[src/rtl/smi_seq_pkg.sv]
package smi_seq_pkg;
  typedef enum logic {
    MODE_OFF = 1'b0,
    MODE_ON  = 1'b1
  } smi_mode_e;

  localparam int unsigned SMI_SYNC_MIN = 2;
endpackage

[src/rtl/smi_edge_capture.sv]
module smi_edge_capture #(
  parameter int unsigned STAGES = 2
) (
  input  logic clk,
  input  logic rst_n,
  input  logic line_n,
  output logic fall_seen
);
  localparam int unsigned CHAIN_W = STAGES + 1;

  logic [CHAIN_W-1:0] chain_q;
  logic [CHAIN_W-1:0] chain_d;

  // shift the raw level in at bit 0; the last bit is the delayed copy for edge detect
  always_comb begin
    chain_d = {chain_q[CHAIN_W-2:0], line_n};
  end

  always_ff @(posedge clk or negedge rst_n) begin
    if (!rst_n) chain_q <= '1;
    else        chain_q <= chain_d;
  end

  assign fall_seen = chain_q[CHAIN_W-1] & ~chain_q[CHAIN_W-2];
endmodule

[src/rtl/smi_req_latch.sv]
module smi_req_latch (
  input  logic clk,
  input  logic rst_n,
  input  logic fall_seen,
  input  logic grant,
  output logic pending
);
  logic pend_q;
  logic pend_d;
  logic pend_en;

  // a new edge wins over the clear, so a request landing on a grant is kept
  always_comb begin
    pend_en = fall_seen | grant;
    pend_d  = fall_seen;
  end

  always_ff @(posedge clk or negedge rst_n) begin
    if (!rst_n)       pend_q <= 1'b0;
    else if (pend_en) pend_q <= pend_d;
  end

  assign pending = pend_q;
endmodule

[src/rtl/smi_entry_gate.sv]
module smi_entry_gate (
  input  logic pending,
  input  logic mode_on,
  input  logic at_boundary,
  input  logic at_rep_iter,
  input  logic locked,
  input  logic irq_in,
  output logic grant,
  output logic irq_out
);
  logic legal_point;

  always_comb begin
    legal_point = at_boundary | at_rep_iter;
    grant       = pending & legal_point & ~locked & ~mode_on;
    irq_out     = irq_in & ~grant;
  end
endmodule

[src/rtl/smi_mode_track.sv]
module smi_mode_track
  import smi_seq_pkg::*;
(
  input  logic clk,
  input  logic rst_n,
  input  logic grant,
  input  logic resume,
  output logic mode_on,
  output logic mode_n
);
  smi_mode_e st_q;
  smi_mode_e st_d;
  logic      st_en;

  always_comb begin
    st_d  = st_q;
    st_en = 1'b0;
    unique case (st_q)
      MODE_OFF: if (grant)  begin st_d = MODE_ON;  st_en = 1'b1; end
      MODE_ON:  if (resume) begin st_d = MODE_OFF; st_en = 1'b1; end
      default:  begin st_d = MODE_OFF; st_en = 1'b1; end
    endcase
  end

  always_ff @(posedge clk or negedge rst_n) begin
    if (!rst_n)     st_q <= MODE_OFF;
    else if (st_en) st_q <= st_d;
  end

  assign mode_on = (st_q == MODE_ON);
  assign mode_n  = ~mode_on;
endmodule

[src/rtl/smi_sequencer.sv]
module smi_sequencer #(
  parameter int unsigned SYNC_STAGES = 2
) (
  input  logic clk,
  input  logic rst_n,
  input  logic smi_req_n,
  input  logic core_boundary,
  input  logic core_rep_iter,
  input  logic core_locked,
  input  logic core_resume,
  input  logic irq_req,
  output logic enter_req,
  output logic irq_fwd,
  output logic mode_act_n
);
  localparam int unsigned STAGES_EFF =
    (SYNC_STAGES < smi_seq_pkg::SMI_SYNC_MIN) ? smi_seq_pkg::SMI_SYNC_MIN : SYNC_STAGES;

  logic fall_seen;
  logic pending;
  logic grant;
  logic mode_on;

  smi_edge_capture #(.STAGES(STAGES_EFF)) u_edge (
    .clk       (clk),
    .rst_n     (rst_n),
    .line_n    (smi_req_n),
    .fall_seen (fall_seen)
  );

  smi_req_latch u_latch (
    .clk       (clk),
    .rst_n     (rst_n),
    .fall_seen (fall_seen),
    .grant     (grant),
    .pending   (pending)
  );

  smi_entry_gate u_gate (
    .pending     (pending),
    .mode_on     (mode_on),
    .at_boundary (core_boundary),
    .at_rep_iter (core_rep_iter),
    .locked      (core_locked),
    .irq_in      (irq_req),
    .grant       (grant),
    .irq_out     (irq_fwd)
  );

  smi_mode_track u_mode (
    .clk     (clk),
    .rst_n   (rst_n),
    .grant   (grant),
    .resume  (core_resume),
    .mode_on (mode_on),
    .mode_n  (mode_act_n)
  );

  assign enter_req = grant;
endmodule

[config.mk]
export PLATFORM = sky130hd
export DESIGN_NAME = smi_sequencer
export DESIGN_NICKNAME = d
export VERILOG_FILES = /design/src/rtl/smi_seq_pkg.sv /design/src/rtl/smi_edge_capture.sv /design/src/rtl/smi_req_latch.sv /design/src/rtl/smi_entry_gate.sv /design/src/rtl/smi_mode_track.sv /design/src/rtl/smi_sequencer.sv
export SDC_FILE = /design/constraint.sdc
export NUM_CORES = 1
export LEC_CHECK = 0
export ABC_AREA = 1
export BUFFER_PORTS_ARGS = -buffer_cell sky130_fd_sc_hd__buf_4
export CORE_AREA = 5 5 42 44
export CTS_CLUSTER_SIZE = 25
export DETAILED_ROUTE_END_ITERATION = 8
export DIE_AREA = 0 0 47 49
export PLACE_DENSITY = 0.41
export SLEW_MARGIN = 5
export SYNTH_ARGS = -nofsm -noshare
export SYNTH_HDL_FRONTEND = slang
export SYNTH_SLANG_ARGS = --single-unit
[constraint.sdc]
create_clock -name clk -period 1.8 [get_ports clk]
set_input_delay 0.36 -clock clk [delete_from_list [all_inputs] [get_ports clk]]
set_output_delay 0.36 -clock clk [all_outputs]
set_load 0.1 [all_outputs]
Yosys cells after proc, flatten, opt, wreduce, memory -nomap -nowiden
Cells that the tools add are included.
{ "word_totals": {"reg_bits": 5, "elab_cells": 19} }
{ "op_classes": {"muxes": 5, "bitwise_logic": 11} }
{ "op_table": {"columns": ["op", "count"], "rows": [
  ["$and 1x1->1", 5],
  ["$not 1->1", 4],
  ["$pmux 1 s2", 2],
  ["$mux 1", 3],
  ["$or 1x1->1", 2]
]} }

Depth between registers and ports, before layout
Gate-level depths: netlist (run 1).
{ "logic_depth": {"ltp_word": 6, "depth_mapped": 5, "ltp_nobuf": 5} }

Hierarchy
Synthesis (run 1) repeated with hierarchy kept, for this count alone.
{ "hier_totals": {"hier_cells": 24, "hier_area_um2": 209.0} }
{ "modules_own_cells": {"columns": ["mod", "n_inst", "cells_per_inst", "area_each_um2", "seq_area_each_um2"], "rows": [
  ["smi_edge_capture", 1, 5, 88.8, 78.8],
  ["smi_mode_track", 1, 6, 48.8, 25.0],
  ["smi_req_latch", 1, 5, 40.0, 25.0],
  ["smi_entry_gate", 1, 8, 31.3, 0.0]
]} }

Worst setup path after synthesis (run 1)
Ideal clock, no wire load.
{ "synth_timing": {"kind": "input -> output", "from": "in core_boundary", "to": "out irq_fwd", "t_arrival_ns": 2.054, "required_time_ns": 1.440, "setup_slack_ns": -0.614, "stages": 5, "cell_sequence": "inv_1 > nand2_1 > nand3_2 > inv_2 > nor2_1"} }
{ "synth_between": {"elab_chain_cells": 6} }
{ "synth_rtl": {"columns": ["item", "line_no", "rtl"], "rows": [
  ["from (decl)", "smi_sequencer.sv:7", "input logic core_boundary,"],
  ["$or 1x1->1", "smi_entry_gate.sv:14", "legal_point = at_boundary | at_rep_iter;"],
  ["$and 1x1->1 (3 in series)", "smi_entry_gate.sv:15", "grant = pending & legal_point & ~locked & ~mode_on;"],
  ["named net enter_req", "smi_sequencer.sv:12", "output logic enter_req,"],
  ["$not 1->1", "smi_entry_gate.sv:16", "irq_out = irq_in & ~grant;"],
  ["$and 1x1->1", "smi_entry_gate.sv:16", null],
  ["to (decl)", "smi_sequencer.sv:13", "output logic irq_fwd,"]
]} }
The timed path passes the listed nets, and every way through them passes these cells.

Final worst setup path (run 1)
{ "layout_timing": {"from": "reg u_mode.st_q (netlist: u_mode.mode_on)", "to": "out enter_req"} }
{ "layout_between": {"elab_chain_cells": 2} }
{ "layout_rtl": {"columns": ["item", "line_no", "rtl"], "rows": [
  ["from (decl)", "smi_mode_track.sv:11", "smi_mode_e st_q;"],
  ["from (signal assigned)", "smi_mode_track.sv:27", "else if (st_en) st_q <= st_d;"],
  ["$not 1->1", null, null],
  ["$and 1x1->1", "smi_entry_gate.sv:15", null],
  ["to (decl)", "smi_sequencer.sv:12", null]
]} }
Every way passes these cells.

==> metrics.txt, run 1 <==
# TYPE chip_impl_metric gauge
chip_impl_info{name="outcome",value="complete, no violations"} 1
chip_impl_metric{name="min_period_over_period",unit=""} 0.866
chip_impl_metric{name="crit_path_max_fanout",unit=""} 3
chip_impl_metric{name="source_to_sink_clock_delay_at_the_later_pin_of_the_worst_skew_pair",unit="ns"} 0.23
chip_impl_metric{name="yosys_warnings",unit=""} 0
chip_impl_metric{name="drtPass1Iterations",unit=""} 1
chip_impl_metric{name="cts_hold_repair.buffers",unit=""} 1
chip_impl_metric{name="worstPathBufferInverterCount",unit=""} 2
chip_impl_metric{name="fin_setup_tns",unit="ns"} 0
chip_impl_metric{name="wl_per_cell",unit="um"} 6.87
chip_impl_metric{name="detailedRoute.firstIterationViolations",unit=""} 0
chip_impl_metric{name="critPathMaxStageDelay",unit="ns"} 0.38
chip_impl_metric{name="drt.antenna.violating_nets",unit=""} 0
chip_impl_metric{name="area.growth.synth_to_final",unit="%"} 69.8
chip_impl_metric{name="dieWidth",unit="um"} 47
chip_impl_metric{name="die_height",unit="um"} 49
chip_impl_metric{name="worstMarginPinSlew",unit="ns"} 0.280
chip_impl_metric{name="floorplan.initialDensity",unit=""} 0.142
chip_impl_metric{name="clockBufferDepth",unit=""} 2
chip_impl_info{name="path_type_of_the_worst_setup_path",value="flop to primary output"} 1
chip_impl_metric{name="worst_path_required_time",unit="ns"} 1.44
chip_impl_info{name="timing.critical_path.max_delay_family",value="flip-flops"} 1
chip_impl_info{name="tritoncts",value="done"} 1
chip_impl_metric{name="grt_overflow_total",unit=""} 0
chip_impl_info{name="unrepaired_setup_endpoints_after_global_routing",value="no"} 1
chip_impl_metric{name="drt-total-wl",unit="um"} 357
chip_impl_metric{name="vdd_drop_max",unit="mV"} 0.480
chip_impl_metric{name="hold_depth",unit=""} 1
chip_impl_metric{name="cp_data_arrival_time",unit="ns"} 1.20
chip_impl_metric{name="cts.clk_slew.worst_paths",unit="ns"} 0.04
chip_impl_metric{name="ioPinCount",unit=""} 11
chip_impl_metric{name="vias_per_cell",unit=""} 3.17
chip_impl_metric{name="nNetsFinal",unit=""} 45
chip_impl_metric{name="timing.final.max_slew_violations",unit=""} 0
chip_impl_metric{name="fmax",unit="MHz"} 641
chip_impl_metric{name="die-area",unit="mm2"} 0.00230
chip_impl_metric{name="clock_skew",unit="ns"} 0.000636
chip_impl_metric{name="synthesis.area",unit="um2"} 199
chip_impl_info{name="worstReg2RegEnd",value="u_latch.pending"} 1
chip_impl_metric{name="grt_max_degree",unit=""} 6
chip_impl_info{name="layout.cells.most_common_list",value="sky130_fd_sc_hd__buf_4 (10), sky130_fd_sc_hd__inv_1 (7), sky130_fd_sc_hd__nand2_1 (4), sky130_fd_sc_hd__clkbuf_4 (3), sky130_fd_sc_hd__dfstp_2 (3)"} 1
chip_impl_metric{name="total_power_per_unit_cell_area",unit="mW/mm2"} 1250
chip_impl_metric{name="cts-buffers-inserted",unit=""} 3
chip_impl_metric{name="worstRegToRegCells",unit=""} 4
chip_impl_metric{name="setup_violations",unit=""} 0
chip_impl_metric{name="drc",unit=""} 0
chip_impl_info{name="setup.worst_path.end_class",value="primary output"} 1
chip_impl_info{name="final_common_cell",value="sky130_fd_sc_hd__buf_4"} 1
chip_impl_metric{name="power.leakage",unit="nW"} 0.187
chip_impl_metric{name="total_track_usage",unit=""} 0.0432
chip_impl_metric{name="core.rowCount",unit=""} 14
chip_impl_info{name="critPathLaunchType",value="flop"} 1
chip_impl_metric{name="placement.io_buffers",unit=""} 10
chip_impl_metric{name="max-cap-violations",unit=""} 0
chip_impl_metric{name="rrSetupSlack",unit="ns"} 0.99
chip_impl_metric{name="synthCells",unit=""} 21
chip_impl_metric{name="htree_levels",unit=""} 1
chip_impl_metric{name="report.power.total",unit="uW"} 424
chip_impl_metric{name="ys_types",unit=""} 9
chip_impl_info{name="hold_path_class",value="primary input to flop"} 1
chip_impl_metric{name="post_cts.resized_instances",unit=""} 0
chip_impl_metric{name="syn_area_per_cell",unit="um2"} 9.47
chip_impl_metric{name="timing.final.crit_period",unit="ns"} 1.56
chip_impl_metric{name="maxSlewHeadroom",unit=""} 0.815
chip_impl_info{name="cts-root-buf",value="sky130_fd_sc_hd__clkbuf_4"} 1
chip_impl_metric{name="final_layout_size_suffix_gt1_frac",unit=""} 0.556
chip_impl_metric{name="design.core.area",unit="mm2"} 0.00140
chip_impl_info{name="r2r_start",value="u_mode.mode_on"} 1
chip_impl_info{name="cp_cell_sequence",value="nor2_2 -> nand3_2 -> inv_2 -> buf_4"} 1
chip_impl_metric{name="antenna_found_initial",unit=""} 0
chip_impl_metric{name="place_hpwl",unit="um"} 312
chip_impl_info{name="critPathSlowestCell",value="sky130_fd_sc_hd__dfrtp_1"} 1
chip_impl_metric{name="weighted_congestion_at_the_end_of_routability_driven_global_placement",unit=""} 0.573
chip_impl_metric{name="yosysSeqAreaShare",unit=""} 0.648
chip_impl_metric{name="clock-sinks",unit=""} 5
chip_impl_metric{name="grt_pass1_vias",unit=""} 181
chip_impl_metric{name="antenna-diode-count",unit=""} 0
chip_impl_info{name="timing.hold.worst.start",value="smi_req_n"} 1
chip_impl_metric{name="first_pass_grt_wire_length",unit="um"} 641
chip_impl_metric{name="final_hold_viol_count",unit=""} 0
chip_impl_metric{name="ys_seq_elements",unit=""} 5
chip_impl_metric{name="via_count",unit=""} 165
chip_impl_info{name="hold-path-endpoint",value="u_edge.chain_q[0]"} 1
chip_impl_metric{name="postSynthNetCount",unit=""} 29
chip_impl_metric{name="post_cts.repair.setup_buffers",unit=""} 0
-- synthesized netlist by cell type --
master                    count  area share
sky130_fd_sc_hd__dfrtp_1      2        0.25
sky130_fd_sc_hd__inv_1        7        0.13
sky130_fd_sc_hd__inv_2        1       0.019
sky130_fd_sc_hd__nand2_1      4       0.075
sky130_fd_sc_hd__nand3_2      1       0.050
sky130_fd_sc_hd__nor2_2       1       0.031
sky130_fd_sc_hd__o21ai_0      1       0.025
sky130_fd_sc_hd__dfstp_2      3        0.40
sky130_fd_sc_hd__nor2_1       1       0.019
-- worst max-delay path by stage --
stage                   startpoint        end  slack, ns  depth (start not counted)
CTS                 u_mode.mode_on  enter_req       0.22                          4
detailed placement   core_boundary    irq_fwd       0.38                          7
global placement     core_boundary    irq_fwd       0.39                          7
floorplan            core_boundary    irq_fwd       0.16                          5
finish              u_mode.mode_on  enter_req       0.24                          4
global route        u_mode.mode_on  enter_req       0.16                          4
-- final cells by class --
type | count | area, um2
Sequential cell | 5 | 129
Clock buffer | 4 | 26.3
Fill cell | 164 | 1060
Timing Repair Buffer | 11 | 85.1
Inverter | 8 | 30.0
Multi-Input combinational cell | 8 | 47.5
Tap cell | 16 | 20.0
-- registers in the layout (all words and copies together), names as in the netlist --
signal	count
u_edge.chain_q	3
u_latch.pending	1
u_mode.mode_on	1
-- cells by family (layout without fill, tap and decap cells) --
family | after synthesis | count (layout) | synth area share
buf+inv | 8 | 23 | 0.151
simple gates | 7 | 7 | 0.176
flops | 5 | 5 | 0.648
compound gates | 1 | 1 | 0.0251
-- through the flow --
step                      setup WS (ns)  utilization  hold slack, ns  std cells  area (um2)
after floorplan                   0.164            -          0.0644         21         206
after CTS                         0.221        0.241           0.222         52         338
after global routing              0.156        0.241           0.217         52         338
after detailed placement          0.376        0.215           0.161         47         302
after global placement            0.390        0.215           0.160         47         302
final                             0.241        0.241           0.231         52         338
-- where the power goes --
part	internal (mW)	total (mW)	switching, mW
clock	0.0834	0.123	0.0400
combinational	0.0403	0.162	0.121
sequential	0.131	0.138	0.00769
total	0.254	0.424	0.169
-- per-layer routing --
layer,GRT usage,wire length (um)
met1,0.0380,122
met2,0.0588,210
met5,0,0
met4,0.0691,0
met3,0.0111,24
Power figures use the tool's default switching activity.
==> run 2: changes to the inputs <==
SYNTH_HIERARCHICAL = 1   (was default)
==> metrics.txt, run 2 <==
# TYPE chip_impl_metric gauge
chip_impl_info{name="outcome",value="complete, no violations"} 1
chip_impl_metric{name="via_count",unit=""} 178
chip_impl_metric{name="htree_levels",unit=""} 1
chip_impl_info{name="hold_path_class",value="primary input to flop"} 1
chip_impl_metric{name="setup_violations",unit=""} 0
chip_impl_metric{name="clock_skew",unit="ns"} 0.00686
chip_impl_info{name="final_common_cell",value="sky130_fd_sc_hd__buf_4"} 1
chip_impl_metric{name="detailedRoute.firstIterationViolations",unit=""} 0
chip_impl_metric{name="worst_path_required_time",unit="ns"} 1.44
chip_impl_metric{name="nNetsFinal",unit=""} 48
chip_impl_metric{name="timing.final.max_slew_violations",unit=""} 0
chip_impl_metric{name="post_cts.repair.setup_buffers",unit=""} 0
chip_impl_metric{name="hold_depth",unit=""} 1
chip_impl_metric{name="worst_slack",unit="ns"} 0.200
chip_impl_metric{name="dieWidth",unit="um"} 47
chip_impl_metric{name="maxSlewHeadroom",unit=""} 0.815
chip_impl_metric{name="synthesis.area",unit="um2"} 209
chip_impl_metric{name="worstMarginPinSlew",unit="ns"} 0.280
chip_impl_metric{name="fin_cells",unit=""} 55
chip_impl_info{name="layout.cells.most_common_list",value="sky130_fd_sc_hd__buf_4 (10), sky130_fd_sc_hd__inv_1 (8), sky130_fd_sc_hd__nand2_1 (5), sky130_fd_sc_hd__clkbuf_4 (3), sky130_fd_sc_hd__dfstp_2 (3)"} 1
chip_impl_metric{name="drtPass1Iterations",unit=""} 1
chip_impl_metric{name="placement.setup.worst_slack",unit="ns"} 0.368
chip_impl_metric{name="clock-sinks",unit=""} 5
chip_impl_info{name="synth.most_common_cell",value="sky130_fd_sc_hd__inv_1"} 1
chip_impl_info{name="setup.worst_path.end_class",value="primary output"} 1
chip_impl_metric{name="post_cts.resized_instances",unit=""} 0
chip_impl_metric{name="fmax",unit="MHz"} 625
chip_impl_metric{name="min_period_over_period",unit=""} 0.889
chip_impl_metric{name="largest_register_ff_count",unit=""} 3
chip_impl_metric{name="total_power_per_unit_cell_area",unit="mW/mm2"} 1390
chip_impl_metric{name="core.rowCount",unit=""} 14
chip_impl_metric{name="synth_xor_area_frac",unit=""} 0
chip_impl_metric{name="wl_per_cell",unit="um"} 7.22
chip_impl_metric{name="synth.top_cell.area_share",unit=""} 0.377
chip_impl_info{name="cp_cell_sequence",value="nor2_1 -> nand3_1 -> inv_1 -> buf_4"} 1
chip_impl_info{name="synth_top_family_by_area",value="simple AND/OR/NAND/NOR gates"} 1
chip_impl_metric{name="total_track_usage",unit=""} 0.0325
chip_impl_metric{name="floorplan.initialDensity",unit=""} 0.149
chip_impl_metric{name="final_hold_viol_count",unit=""} 0
chip_impl_info{name="critPathSlowestCell",value="sky130_fd_sc_hd__dfrtp_1"} 1
chip_impl_info{name="unrepaired_setup_endpoints_after_global_routing",value="no"} 1
chip_impl_metric{name="drt.antenna.violating_nets",unit=""} 0
chip_impl_info{name="r2r_start",value="u_mode/mode_on"} 1
chip_impl_metric{name="grt_pass1_vias",unit=""} 146
chip_impl_metric{name="ys_seq_elements",unit=""} 5
chip_impl_metric{name="ioPinCount",unit=""} 11
chip_impl_metric{name="power.leakage",unit="nW"} 0.193
chip_impl_info{name="register_name_with_the_most_flops",value="u_edge/chain_q"} 1
chip_impl_metric{name="nFillCells",unit=""} 168
chip_impl_metric{name="drc",unit=""} 0
chip_impl_info{name="worstReg2RegEnd",value="u_latch/pending"} 1
chip_impl_metric{name="antenna-diode-count",unit=""} 0
chip_impl_metric{name="cp_data_arrival_time",unit="ns"} 1.24
chip_impl_info{name="crit_path_end",value="enter_req"} 1
chip_impl_info{name="critPathLaunchType",value="flop"} 1
chip_impl_metric{name="rrSetupSlack",unit="ns"} 0.86
chip_impl_info{name="synth_commonest_cells",value="sky130_fd_sc_hd__inv_1 (8), sky130_fd_sc_hd__nand2_1 (5), sky130_fd_sc_hd__dfstp_2 (3)"} 1
chip_impl_metric{name="number_of_flops_mapped_to_enable_cells_by_yosys",unit=""} 0
chip_impl_info{name="yosys-top-cells-area",value="sky130_fd_sc_hd__dfstp_2 (38%), sky130_fd_sc_hd__dfrtp_1 (24%), sky130_fd_sc_hd__inv_1 (14%)"} 1
chip_impl_metric{name="antenna_found_initial",unit=""} 0
chip_impl_metric{name="synthCells",unit=""} 24
chip_impl_metric{name="vdd_drop_max",unit="mV"} 0.486
chip_impl_metric{name="postLayoutCellArea",unit="um2"} 340
chip_impl_metric{name="clockBufferDepth",unit=""} 2
chip_impl_metric{name="synth_simple_gate_area_frac",unit=""} 0.222
chip_impl_metric{name="yosys_warnings",unit=""} 6
chip_impl_metric{name="place_hpwl",unit="um"} 321
chip_impl_metric{name="grt_max_degree",unit=""} 6
chip_impl_metric{name="cts_hold_repair.buffers",unit=""} 1
chip_impl_metric{name="postSynthNetCount",unit=""} 32
chip_impl_metric{name="area.growth.synth_to_final",unit="%"} 62.9
chip_impl_metric{name="synthAdderAreaFrac",unit=""} 0
chip_impl_metric{name="placement.cell_area",unit="um2"} 304
chip_impl_metric{name="source_to_sink_clock_delay_at_the_later_pin_of_the_worst_skew_pair",unit="ns"} 0.24
chip_impl_metric{name="final_layout_size_suffix_gt1_frac",unit=""} 0.513
chip_impl_metric{name="design.core.area",unit="mm2"} 0.00140
chip_impl_metric{name="placement.io_buffers",unit=""} 10
chip_impl_metric{name="timing.final.crit_period",unit="ns"} 1.60
chip_impl_metric{name="max-cap-violations",unit=""} 0
chip_impl_metric{name="fin_util",unit=""} 0.243
chip_impl_metric{name="weighted_congestion_at_the_end_of_routability_driven_global_placement",unit=""} 0.628
chip_impl_metric{name="ys_types",unit=""} 9
chip_impl_metric{name="crit_path_max_fanout",unit=""} 3
chip_impl_metric{name="syn_area_per_cell",unit="um2"} 8.71
chip_impl_metric{name="critPathMaxStageDelay",unit="ns"} 0.40
chip_impl_metric{name="fin_setup_tns",unit="ns"} 0
chip_impl_info{name="path_type_of_the_worst_setup_path",value="flop to primary output"} 1
chip_impl_metric{name="grt_overflow_total",unit=""} 0
chip_impl_metric{name="cts-buffers-inserted",unit=""} 3
chip_impl_metric{name="first_pass_grt_wire_length",unit="um"} 496
chip_impl_metric{name="die_height",unit="um"} 49
chip_impl_info{name="setup.worst_path.start",value="u_mode/mode_on"} 1
chip_impl_info{name="synthFlopType",value="sky130_fd_sc_hd__dfstp_2"} 1
chip_impl_metric{name="drt-total-wl",unit="um"} 397
chip_impl_metric{name="vias_per_cell",unit=""} 3.24
chip_impl_info{name="cts-root-buf",value="sky130_fd_sc_hd__clkbuf_4"} 1
chip_impl_info{name="yosysTopAreaCell",value="sky130_fd_sc_hd__dfstp_2"} 1
chip_impl_metric{name="cts.clk_slew.worst_paths",unit="ns"} 0.05
chip_impl_metric{name="die-area",unit="mm2"} 0.00230
chip_impl_metric{name="worstRegToRegCells",unit=""} 6
chip_impl_metric{name="placed_cells_incl_taps",unit=""} 50
chip_impl_metric{name="synth-compound-area-share",unit=""} 0
chip_impl_metric{name="synth-async-reset-ratio",unit=""} 1.00
chip_impl_metric{name="yosysSeqAreaShare",unit=""} 0.617
chip_impl_info{name="tritoncts",value="done"} 1
chip_impl_metric{name="muxShareOfSynthArea",unit=""} 0
## run 2: stage by stage
step / power, mW / hold slack [ns]
after floorplan: 0.301 / 0.0644
after global placement: 0.347 / 0.165
after detailed placement: 0.347 / 0.165
after CTS: 0.482 / 0.223
after global routing: 0.502 / 0.214
final: 0.473 / 0.231
## run 2: worst max-delay path: cells and delay by family (launching register included)
kind                   cells  cell delay [ns]
buffers and inverters      2             0.41
and+or+nand+nor            2             0.18
DFF                        1             0.40
## run 2: worst min path at each step
stage	from	endpoint	slack [ns]
detailed placement	rst_n	u_latch/pending	0.17
floorplan	rst_n	u_latch/pending	0.06
CTS	smi_req_n	u_edge/chain_q[0]	0.22
finish	smi_req_n	u_edge/chain_q[0]	0.23
global placement	rst_n	u_latch/pending	0.17
global route	smi_req_n	u_edge/chain_q[0]	0.21
## run 2: report_power, final
part           leakage, nW  internal (mW)  switching, mW
clock               0.0150         0.0837         0.0440
combinational        0.122         0.0470          0.153
sequential          0.0553          0.134         0.0118
total                0.193          0.265          0.209
## run 2: logic make-up (layout without fill, tap and decap cells)
group,count (synthesis),count (layout)
flip-flops,5,5
AND/OR/NAND/NOR,10,10
buffers and inverters,9,24
## run 2: layout make-up
type                    instances  area [um2]  area share
multi-input cells              10        46.3       0.136
repair buffers                 11        85.1       0.250
flip-flops and latches          5         129       0.379
clock buffers                   4        26.3      0.0772
well taps                      16        20.0      0.0588
inverters                       9        33.8      0.0993
## run 2: layer usage
metal	global-route usage	routed length (um)	vias up
met5	0	0	-
met4	0	0	0
met3	0.0480	100	0
met2	0.0430	140	13
met1	0.0312	156	72
li1	-	-	93
==> run 3: changes to the inputs <==
CTS_BUF_LIST = sky130_fd_sc_hd__clkbuf_16   (was default)
SYNTH_HIERARCHICAL = default   (was 1)
==> metrics.txt, run 3 (same netlist as run 1, synthesis figures left out) <==
# TYPE chip_impl_metric gauge
chip_impl_metric{name="fin_setup_tns",unit="ns"} 0
chip_impl_metric{name="netSwitchingPower",unit="uW"} 193
chip_impl_metric{name="wl_per_cell",unit="um"} 7.00
chip_impl_metric{name="placement.io_buffers",unit=""} 10
chip_impl_metric{name="core.rowCount",unit=""} 14
chip_impl_metric{name="rrSetupSlack",unit="ns"} 0.99
chip_impl_metric{name="power.leakage",unit="nW"} 0.214
chip_impl_metric{name="setup_violations",unit=""} 0
chip_impl_metric{name="postLayoutCellArea",unit="um2"} 390
chip_impl_metric{name="nFillCells",unit=""} 156
chip_impl_metric{name="maxSlewHeadroom",unit=""} 0.815
chip_impl_metric{name="vias_per_cell",unit=""} 3.21
chip_impl_metric{name="clockBufferDepth",unit=""} 2
chip_impl_metric{name="regArea",unit="um2"} 129
chip_impl_metric{name="via_count",unit=""} 167
chip_impl_metric{name="pwr-share-clk",unit=""} 0.539
chip_impl_metric{name="nNetsFinal",unit=""} 45
chip_impl_metric{name="crit_path_max_fanout",unit=""} 3
chip_impl_metric{name="total_track_usage",unit=""} 0.0425
chip_impl_metric{name="fmax",unit="MHz"} 647
chip_impl_info{name="path_type_of_the_worst_setup_path",value="flop to primary output"} 1
chip_impl_metric{name="ioPinCount",unit=""} 11
chip_impl_metric{name="cp_data_arrival_time",unit="ns"} 1.18
chip_impl_info{name="cts-root-buf",value="sky130_fd_sc_hd__clkbuf_16"} 1
chip_impl_metric{name="grt_max_degree",unit=""} 6
chip_impl_metric{name="grt_overflow_total",unit=""} 0
chip_impl_metric{name="max-cap-violations",unit=""} 0
chip_impl_metric{name="worstPathBufferInverterCount",unit=""} 2
chip_impl_metric{name="area.growth.synth_to_final",unit="%"} 96.2
chip_impl_metric{name="total_power_per_unit_cell_area",unit="mW/mm2"} 1670
chip_impl_metric{name="p_sw_frac",unit=""} 0.296
chip_impl_metric{name="dieWidth",unit="um"} 47
chip_impl_metric{name="antenna-diode-count",unit=""} 0
chip_impl_metric{name="place_hpwl",unit="um"} 312
chip_impl_metric{name="worst_slack",unit="ns"} 0.255
chip_impl_metric{name="die-area",unit="mm2"} 0.00230
chip_impl_metric{name="weighted_congestion_at_the_end_of_routability_driven_global_placement",unit=""} 0.573
chip_impl_info{name="r2r_start",value="u_mode.mode_on"} 1
chip_impl_info{name="worstReg2RegEnd",value="u_latch.pending"} 1
chip_impl_metric{name="largest_register_ff_count",unit=""} 3
chip_impl_metric{name="multi_input_combinational_cell_area",unit="um2"} 47.5
chip_impl_info{name="outcome",value="complete, no violations"} 1
chip_impl_metric{name="drt-total-wl",unit="um"} 364
chip_impl_metric{name="vdd_drop_max",unit="mV"} 0.776
chip_impl_metric{name="critPathMaxStageDelay",unit="ns"} 0.38
chip_impl_metric{name="timing.final.max_slew_violations",unit=""} 0
chip_impl_metric{name="worstRegToRegCells",unit=""} 4
chip_impl_metric{name="report.power.total",unit="uW"} 651
chip_impl_info{name="setup.worst_path.end_class",value="primary output"} 1
chip_impl_metric{name="p_comb_frac",unit=""} 0.249
chip_impl_info{name="hold_path_class",value="primary input to flop"} 1
chip_impl_info{name="tritoncts",value="done"} 1
chip_impl_metric{name="source_to_sink_clock_delay_at_the_later_pin_of_the_worst_skew_pair",unit="ns"} 0.22
chip_impl_metric{name="timing.final.crit_period",unit="ns"} 1.54
chip_impl_metric{name="design.core.area",unit="mm2"} 0.00140
chip_impl_info{name="timing.critical_path.max_delay_family",value="flip-flops"} 1
chip_impl_info{name="final_common_cell",value="sky130_fd_sc_hd__buf_4"} 1
chip_impl_metric{name="min_period_over_period",unit=""} 0.858
chip_impl_metric{name="drt.antenna.violating_nets",unit=""} 0
chip_impl_metric{name="worst_path_required_time",unit="ns"} 1.44
chip_impl_metric{name="fin_util",unit=""} 0.279
chip_impl_metric{name="clock-sinks",unit=""} 5
chip_impl_metric{name="first_pass_grt_wire_length",unit="um"} 655
chip_impl_metric{name="power.share.sequential",unit=""} 0.213
chip_impl_metric{name="floorplan.initialDensity",unit=""} 0.142
chip_impl_metric{name="htree_levels",unit=""} 1
chip_impl_metric{name="p_int",unit="uW"} 458
chip_impl_info{name="cp_cell_sequence",value="nor2_2 -> nand3_2 -> inv_2 -> buf_4"} 1
chip_impl_metric{name="placement.cell_area",unit="um2"} 302
chip_impl_info{name="critPathSlowestCell",value="sky130_fd_sc_hd__dfrtp_1"} 1
chip_impl_metric{name="antenna_found_initial",unit=""} 0
chip_impl_metric{name="cts.clk_slew.worst_paths",unit="ns"} 0.03
chip_impl_metric{name="clock_skew",unit="ns"} 0.000346
chip_impl_metric{name="final_layout_size_suffix_gt1_frac",unit=""} 0.556
chip_impl_info{name="unrepaired_setup_endpoints_after_global_routing",value="no"} 1
chip_impl_metric{name="crit_cells",unit=""} 4
chip_impl_metric{name="drc",unit=""} 0
chip_impl_metric{name="post_cts.resized_instances",unit=""} 0
chip_impl_info{name="register_name_with_the_most_flops",value="u_edge.chain_q"} 1
chip_impl_metric{name="worstMarginPinSlew",unit="ns"} 0.280
chip_impl_metric{name="cts-buffers-inserted",unit=""} 3
chip_impl_metric{name="detailedRoute.firstIterationViolations",unit=""} 0
chip_impl_metric{name="final_hold_viol_count",unit=""} 0
chip_impl_metric{name="drtPass1Iterations",unit=""} 1
chip_impl_info{name="setup.worst_path.start",value="u_mode.mode_on"} 1
chip_impl_metric{name="grt_pass1_vias",unit=""} 186
chip_impl_info{name="layout.cells.most_common_list",value="sky130_fd_sc_hd__buf_4 (10), sky130_fd_sc_hd__inv_1 (8), sky130_fd_sc_hd__nand2_1 (4), sky130_fd_sc_hd__clkbuf_16 (3), sky130_fd_sc_hd__dfstp_2 (3)"} 1
chip_impl_info{name="crit_path_end",value="enter_req"} 1
chip_impl_metric{name="die_height",unit="um"} 49
chip_impl_info{name="critPathLaunchType",value="flop"} 1
chip_impl_metric{name="placement.setup.worst_slack",unit="ns"} 0.376
-- run 3: cell count changes in the layout (fill, tap and decap cells not counted), sizes merged --
cell / delta
nand2: -3
clkbuf: -1
o21ai: +1
-- run 3: worst min path at each step --
| stage | from | end | cells past startpoint |
|---|---|---|---|
| after global routing | smi_req_n | u_edge.chain_q[0] | 1 |
| after floorplan | rst_n | u_latch.pending | 0 |
| after global placement | rst_n | u_latch.pending | 1 |
| final | smi_req_n | u_edge.chain_q[0] | 1 |
| after CTS | smi_req_n | u_edge.chain_q[0] | 1 |
| after detailed placement | rst_n | u_latch.pending | 1 |
-- run 3: metrics by stage --
stage                     cells  hold slack [ns]
final                        52            0.244
after global routing         52            0.242
after CTS                    52            0.240
after detailed placement     47            0.161
after global placement       47            0.160
after floorplan              21           0.0644
-- run 3: area by class of cell --
type / count / area share
clock buffers: 3 / 0.192
multi-input cells: 8 / 0.122
repair buffers: 11 / 0.218
well taps: 16 / 0.0513
flip-flops and latches: 5 / 0.330
inverters: 8 / 0.0769
clock inverters: 1 / 0.00962
-- run 3: repair_timing --
action                    4_1_cts  5_1_grt
hold endpoints to repair        2        0
hold buffers                    1        0
setup buffers                   0        0
-- run 3: routing by layer --
layer | GRT usage | wire length (um)
met1 | 0.0425 | 133
met2 | 0.0588 | 209
met3 | 0 | 22
met4 | 0.0691 | 0
met5 | 0 | 0
-- run 3: power by group through the flow --
| stage | combinational, mW | sequential (mW) | clock, mW |
|---|---|---|---|
| after floorplan | 0.125 | 0.138 | 0 |
| after global placement | 0.161 | 0.139 | 0 |
| after detailed placement | 0.162 | 0.140 | 0 |
| after CTS | 0.164 | 0.139 | 0.357 |
| after global routing | 0.172 | 0.141 | 0.370 |
| final | 0.162 | 0.139 | 0.350 |
